`config.mk`:
```
export PLATFORM = sky130hd
export DESIGN_NAME = alarm_status_top
export DESIGN_NICKNAME = d
export VERILOG_FILES = /design/src/rtl/alarm_pkg.sv /design/src/rtl/alarm_src_sel.sv /design/src/rtl/status_bank.sv /design/src/rtl/alert_gen.sv /design/src/rtl/alarm_status_top.sv
export SDC_FILE = /design/constraint.sdc
export NUM_CORES = 1
export LEC_CHECK = 0
export CORE_MARGIN = 5
export CORE_UTILIZATION = 38
export CTS_BUF_LIST = sky130_fd_sc_hd__clkbuf_8
export DETAILED_ROUTE_END_ITERATION = 7
export DONT_BUFFER_PORTS = 1
export SYNTH_ARGS = -nofsm -noshare
export SYNTH_HDL_FRONTEND = slang
export SYNTH_HIERARCHICAL = 1
export SYNTH_SLANG_ARGS = --single-unit
```
`constraint.sdc`:
```
create_clock -name clk_i -period 4.7 [get_ports clk_i]
set_input_delay 0.94 -clock clk_i [delete_from_list [all_inputs] [get_ports clk_i]]
set_output_delay 0.94 -clock clk_i [all_outputs]
set_load 0.1 [all_outputs]
```
`src/rtl/alarm_pkg.sv`:
```
package alarm_pkg;
  localparam int ADDR_W = 2;
  localparam int DATA_W = 8;
  localparam int PRIM_W = 7;  // latched primary bits, bit 7 is the summary

  typedef enum logic [ADDR_W-1:0] {
    SEL_PRIM  = 2'd0,
    SEL_SEC   = 2'd1,
    SEL_PMASK = 2'd2,
    SEL_SMASK = 2'd3
  } reg_sel_e;
endpackage

```
`src/rtl/alarm_src_sel.sv`:
```
module alarm_src_sel #(
  parameter int  W      = 7,
  parameter bit  THERM_EN = 1'b1
) (
  input  logic [W-1:0] raw_i,
  input  logic         therm_mode_i,
  input  logic         therm_timer_i,
  output logic [W-1:0] cond_o
);
  generate
    if (THERM_EN) begin : g_therm
      assign cond_o[0] = therm_mode_i ? therm_timer_i : raw_i[0];
    end else begin : g_plain
      logic unused_therm;
      assign unused_therm = therm_mode_i ^ therm_timer_i;
      assign cond_o[0] = raw_i[0];
    end
  endgenerate
  assign cond_o[W-1:1] = raw_i[W-1:1];
endmodule

```
`src/rtl/status_bank.sv`:
```
module status_bank #(
  parameter int W = 8
) (
  input  logic         clk_i,
  input  logic         rst_ni,
  input  logic [W-1:0] cond_i,
  input  logic         clr_req_i,
  output logic [W-1:0] stat_o
);
  logic [W-1:0] stat_q;

  for (genvar i = 0; i < W; i++) begin : g_bit
    always_ff @(posedge clk_i or negedge rst_ni) begin
      if (!rst_ni)        stat_q[i] <= 1'b0;
      else if (cond_i[i]) stat_q[i] <= 1'b1;      // new condition wins over clear
      else if (clr_req_i) stat_q[i] <= 1'b0;
    end

    assert_set_R2: assert property (@(posedge clk_i) disable iff (!rst_ni)
      cond_i[i] |=> stat_q[i]);
    assert_sticky_R2: assert property (@(posedge clk_i) disable iff (!rst_ni)
      (stat_q[i] && !clr_req_i) |=> stat_q[i]);
    assert_clear_R3: assert property (@(posedge clk_i) disable iff (!rst_ni)
      (clr_req_i && !cond_i[i]) |=> !stat_q[i]);
  end

  assign stat_o = stat_q;
endmodule

```
`src/rtl/alert_gen.sv`:
```
module alert_gen #(
  parameter int PW = 7,
  parameter int SW = 8
) (
  input  logic [PW-1:0] prim_stat_i,
  input  logic [PW-1:0] prim_mask_i,
  input  logic [SW-1:0] sec_stat_i,
  input  logic [SW-1:0] sec_mask_i,
  output logic          alert_no
);
  logic prim_hit, sec_hit;
  assign prim_hit = |(prim_stat_i & ~prim_mask_i);
  assign sec_hit  = |(sec_stat_i & ~sec_mask_i);
  assign alert_no = ~(prim_hit | sec_hit);
endmodule

```
`src/rtl/alarm_status_top.sv`:
```
module alarm_status_top
  import alarm_pkg::*;
#(
  parameter int SEC_W    = 8,
  parameter bit THERM_EN = 1'b1
) (
  input  logic                clk_i,
  input  logic                rst_ni,
  input  logic [PRIM_W-1:0]   prim_alarm_i,
  input  logic                therm_mode_i,
  input  logic                therm_timer_i,
  input  logic [SEC_W-1:0]    sec_alarm_i,
  input  logic                rd_en_i,
  input  logic                wr_en_i,
  input  logic [ADDR_W-1:0]   addr_i,
  input  logic [DATA_W-1:0]   wr_data_i,
  output logic [DATA_W-1:0]   rd_data_o,
  output logic                alert_no
);
  localparam int SEC_PAD = DATA_W - SEC_W;

  reg_sel_e            sel;
  logic [PRIM_W-1:0]   prim_cond, prim_q, prim_mask_q;
  logic [SEC_W-1:0]    sec_q, sec_mask_q;
  logic                rd_prim, rd_sec, summary;
  logic [DATA_W-1:0]   rd_mux, rd_q;

  assign sel     = reg_sel_e'(addr_i);
  assign rd_prim = rd_en_i && (sel == SEL_PRIM);
  assign rd_sec  = rd_en_i && (sel == SEL_SEC);

  alarm_src_sel #(.W(PRIM_W), .THERM_EN(THERM_EN)) u_src (
    .raw_i(prim_alarm_i), .therm_mode_i(therm_mode_i),
    .therm_timer_i(therm_timer_i), .cond_o(prim_cond));

  status_bank #(.W(PRIM_W)) u_prim (
    .clk_i(clk_i), .rst_ni(rst_ni), .cond_i(prim_cond),
    .clr_req_i(rd_prim), .stat_o(prim_q));

  status_bank #(.W(SEC_W)) u_sec (
    .clk_i(clk_i), .rst_ni(rst_ni), .cond_i(sec_alarm_i),
    .clr_req_i(rd_sec), .stat_o(sec_q));

  assign summary = |sec_q;

  always_ff @(posedge clk_i or negedge rst_ni) begin
    if (!rst_ni) begin
      prim_mask_q <= '0;
      sec_mask_q  <= '0;
    end else if (wr_en_i) begin
      if (sel == SEL_PMASK) prim_mask_q <= wr_data_i[PRIM_W-1:0];
      if (sel == SEL_SMASK) sec_mask_q  <= wr_data_i[SEC_W-1:0];
    end
  end

  always_comb begin
    unique case (sel)
      SEL_PRIM:  rd_mux = {summary, prim_q};
      SEL_SEC:   rd_mux = {{SEC_PAD{1'b0}}, sec_q};
      SEL_PMASK: rd_mux = {1'b0, prim_mask_q};
      default:   rd_mux = {{SEC_PAD{1'b0}}, sec_mask_q};
    endcase
  end

  always_ff @(posedge clk_i or negedge rst_ni) begin
    if (!rst_ni)      rd_q <= '0;
    else if (rd_en_i) rd_q <= rd_mux;
  end
  assign rd_data_o = rd_q;

  alert_gen #(.PW(PRIM_W), .SW(SEC_W)) u_alert (
    .prim_stat_i(prim_q), .prim_mask_i(prim_mask_q),
    .sec_stat_i(sec_q), .sec_mask_i(sec_mask_q), .alert_no(alert_no));

  assert_summary_R6: assert property (@(posedge clk_i) disable iff (!rst_ni)
    rd_prim |=> (rd_data_o[DATA_W-1] == $past(|sec_q)));
  assert_sec_alert_R7: assert property (@(posedge clk_i) disable iff (!rst_ni)
    (|(sec_q & ~sec_mask_q)) |-> !alert_no);
  assert_quiet_R7: assert property (@(posedge clk_i) disable iff (!rst_ni)
    (prim_q == '0 && sec_q == '0) |-> alert_no);
  assert_mask_hold_R8: assert property (@(posedge clk_i) disable iff (!rst_ni)
    (wr_en_i && (sel == SEL_PRIM || sel == SEL_SEC)) |=>
      ($stable(prim_mask_q) && $stable(sec_mask_q)));
  assert_rd_hold_R4: assert property (@(posedge clk_i) disable iff (!rst_ni)
    !rd_en_i |=> $stable(rd_data_o));
endmodule

```
==> flow_metrics.tcl <==
set metrics [dict create \
    r2r-start "rd_data_o[7]" \
    async_flop_share_pct 100 \
    numCtsBuffers 5 \
    grt_pass1_wl_um 6430 \
    finalHoldViolations 0 \
    wire_per_inst_um 20.3 \
    status "complete, no violations" \
    critPathArrivalTime_ns 2.04 \
    ys.flop_type "dfrtp_1" \
    finalClockSkew_ns 0.00689 \
    netlist_area_um2 1800 \
    layout.nets 176 \
    cts_resized 0 \
    cts_hold_buf 0 \
    setup_tns_ns 0 \
    powerDensity_nw_per_um2 406 \
    post_cts_buffers 0 \
    coreArea_um2 4660 \
    final_layout_size_suffix_gt1_share_pct 19.3 \
    viasPerCell 5.69 \
    initial_core_util_pct 38.6 \
    die_area_um2 6210 \
    post-synth-top-area-fraction_pct 52.9 \
    synth_most_common_cell "dfrtp_1" \
    cap_violations 0 \
    syn_to_final_growth_pct 4.52 \
    drcViolationCount 0 \
    io_pins 40 \
    synthesis.nets 178 \
    syn_inst 147 \
    gp_congestion 0.879 \
    yosys-top-cells-count "38 x dfrtp_1, 15 x a21o_1, 15 x inv_1, 15 x mux2_2, 15 x mux2i_1" \
    post-route-period-util_pct 63.5 \
    cp.required_ns 3.76 \
    post-place-ws_ns 2.02 \
    antenna_cells 0 \
    overflow 0 \
    antenna_left 0 \
    holdWs_ns 0.340 \
    dp_hpwl_um 3030 \
    slew_headroom_pct 38.4 \
    r2r-end "rd_data_o[7]" \
    wirelength_um 4040 \
    clkTransAtPathRegs_ns 0.07 \
    cts_tree "built" \
    final_max_slew_viol_count 0 \
    hold_class "input port to asynchronous set/reset pin" \
    setup_viol 0 \
    total_power_w 0.000764 \
    clockBufferDepth 2 \
    ys_ff_latch 38 \
    fillers 447 \
    synth-seq-area-share_pct 52.9 \
    dr.pass1.iters 4 \
    critical_path_peak_fanout 4 \
    die_x_um 78.8 \
    yosysTopAreaCell "dfrtp_1" \
    timing.fmax_ghz 0.335 \
    rows 25 \
    htree_levels 2 \
    r2r_slack_ns 3.30 \
    ir_worst_vdd_mv 0.181 \
    vias 1133 \
    period_needed_ns 2.98 \
    critPathLaunchType "flip-flop" \
    drt-initial-drc-count 85 \
    synth_area_leaders "dfrtp_1 53%, mux2_2 9.4%, mux2i_1 8.3%" \
    synthDistinctLibCells 22 \
    first_global_vias 1180 \
    worst_skew_pair.late_latency_ns 0.29 \
    antenna_found_initial 0 \
    syn_avg_cell_area_um2 12.2 \
    setup_slack_ns 1.72 \
    critPathKind "flip-flop to output pin" \
    port_buffers 0 \
    grt_usage_pct 13.9 \
    synth_edf_count 0 \
    die_y_um 78.8 \
    reg2regPathDepth 2 \
    yosys_warnings 6 \
    grt_setup_unrepaired "no" \
    power_leakage_nw 0.883 \
    cts_root_buf "clkbuf_8" \
    endpoint_kind "output pin" \
    worst_pin_slew_ns 0.924 \
    cts_sinks 38 \
    grt_max_degree 39 \
]
[critical path: stages, from the launching register on]
cell	delay [ns]
dfrtp_1	0.42
inv_1	0.07
o22ai_1	0.07
or4_1	0.56
nor4_4	0.31
buf_4	0.33
[routing by layer]
metal / up-vias / routed length [um] / GRT usage, %
li1: 511 / - / -
met1: 572 / 1740 / 17.8
met2: 40 / 1900 / 21.4
met3: 10 / 327 / 5.33
met4: 0 / 65 / 5.15
met5: - / 0 / 0
[state kept, by name (all words and copies together), names as in the netlist]
| signal | flops |
|---|---|
| prim_mask_q | 7 |
| rd_data_o | 8 |
| sec_mask_q | 8 |
| u_prim/stat_o | 7 |
| u_sec/stat_o | 8 |
[report_power, final]
part / internal [W] / switching [W] / total, W
clock: 0.0000976 / 0.000102 / 0.000200
sequential: 0.000367 / 0.000114 / 0.000481
combinational: 0.0000498 / 0.0000332 / 0.0000831
[layout make-up]
class                   instances  area [um^2]  area share (%)
repair buffers                  1         7.51           0.399
well taps                      54         67.6            3.59
clock inverters                 2         7.51           0.399
clock buffers                   5         68.8            3.66
multi-input cells              82          714            38.0
flip-flops and latches         38          951            50.6
inverters                      17         63.8            3.39
[placed cells by master, fill, tap and decap left out]
cell / netlist / routed
mux2i_1: 15 / 15
clkbuf_8: 0 / 5
a221o_1: 1 / 1
or4_1: 1 / 1
nor2_1: 2 / 2
nand2b_1: 9 / 9
nand3_2: 2 / 2
mux2_2: 15 / 15
a21o_1: 15 / 15
buf_4: 7 / 1
nand2_1: 2 / 2
nor2b_1: 1 / 1
inv_2: 2 / 2
nor4_1: 2 / 2
inv_1: 15 / 17
dfrtp_1: 38 / 38
o22ai_1: 6 / 6
mux2_4: 1 / 1
o221ai_1: 8 / 8
nor2_4: 1 / 1
nor4_4: 0 / 1
[cell families (layout without fill, tap and decap cells)]
group	count (synthesis)	in the layout	share of synthesized area (%)
AO/OA/AOI/OAI	30	30	12.8
buffers and inverters	27	25	7.93
flip-flops	38	38	52.9
multiplexers	31	31	18.6
AND/OR/NAND/NOR	21	21	7.86
[stage by stage]
stage	utilization [%]	instances	instance area [um^2]
4_1_cts	40.3	199	1880
2_1_floorplan	-	147	1800
6_report	40.3	199	1880
3_3_place_gp	38.7	192	1800
5_1_grt	40.3	199	1880
3_5_place_dp	38.7	192	1800
[how the worst max path moves through the flow]
| stage | startpoint | endpoint | slack (ns) |
|---|---|---|---|
| floorplan | u_sec/stat_o[6] | alert_no | 0.97 |
| global placement | u_sec/stat_o[7] | alert_no | 2.03 |
| detailed placement | u_sec/stat_o[7] | alert_no | 2.02 |
| CTS | u_sec/stat_o[7] | alert_no | 1.71 |
| global route | u_sec/stat_o[7] | alert_no | 1.66 |
| finish | u_sec/stat_o[7] | alert_no | 1.72 |
No activity file was read; power rests on OpenSTA's default activity.
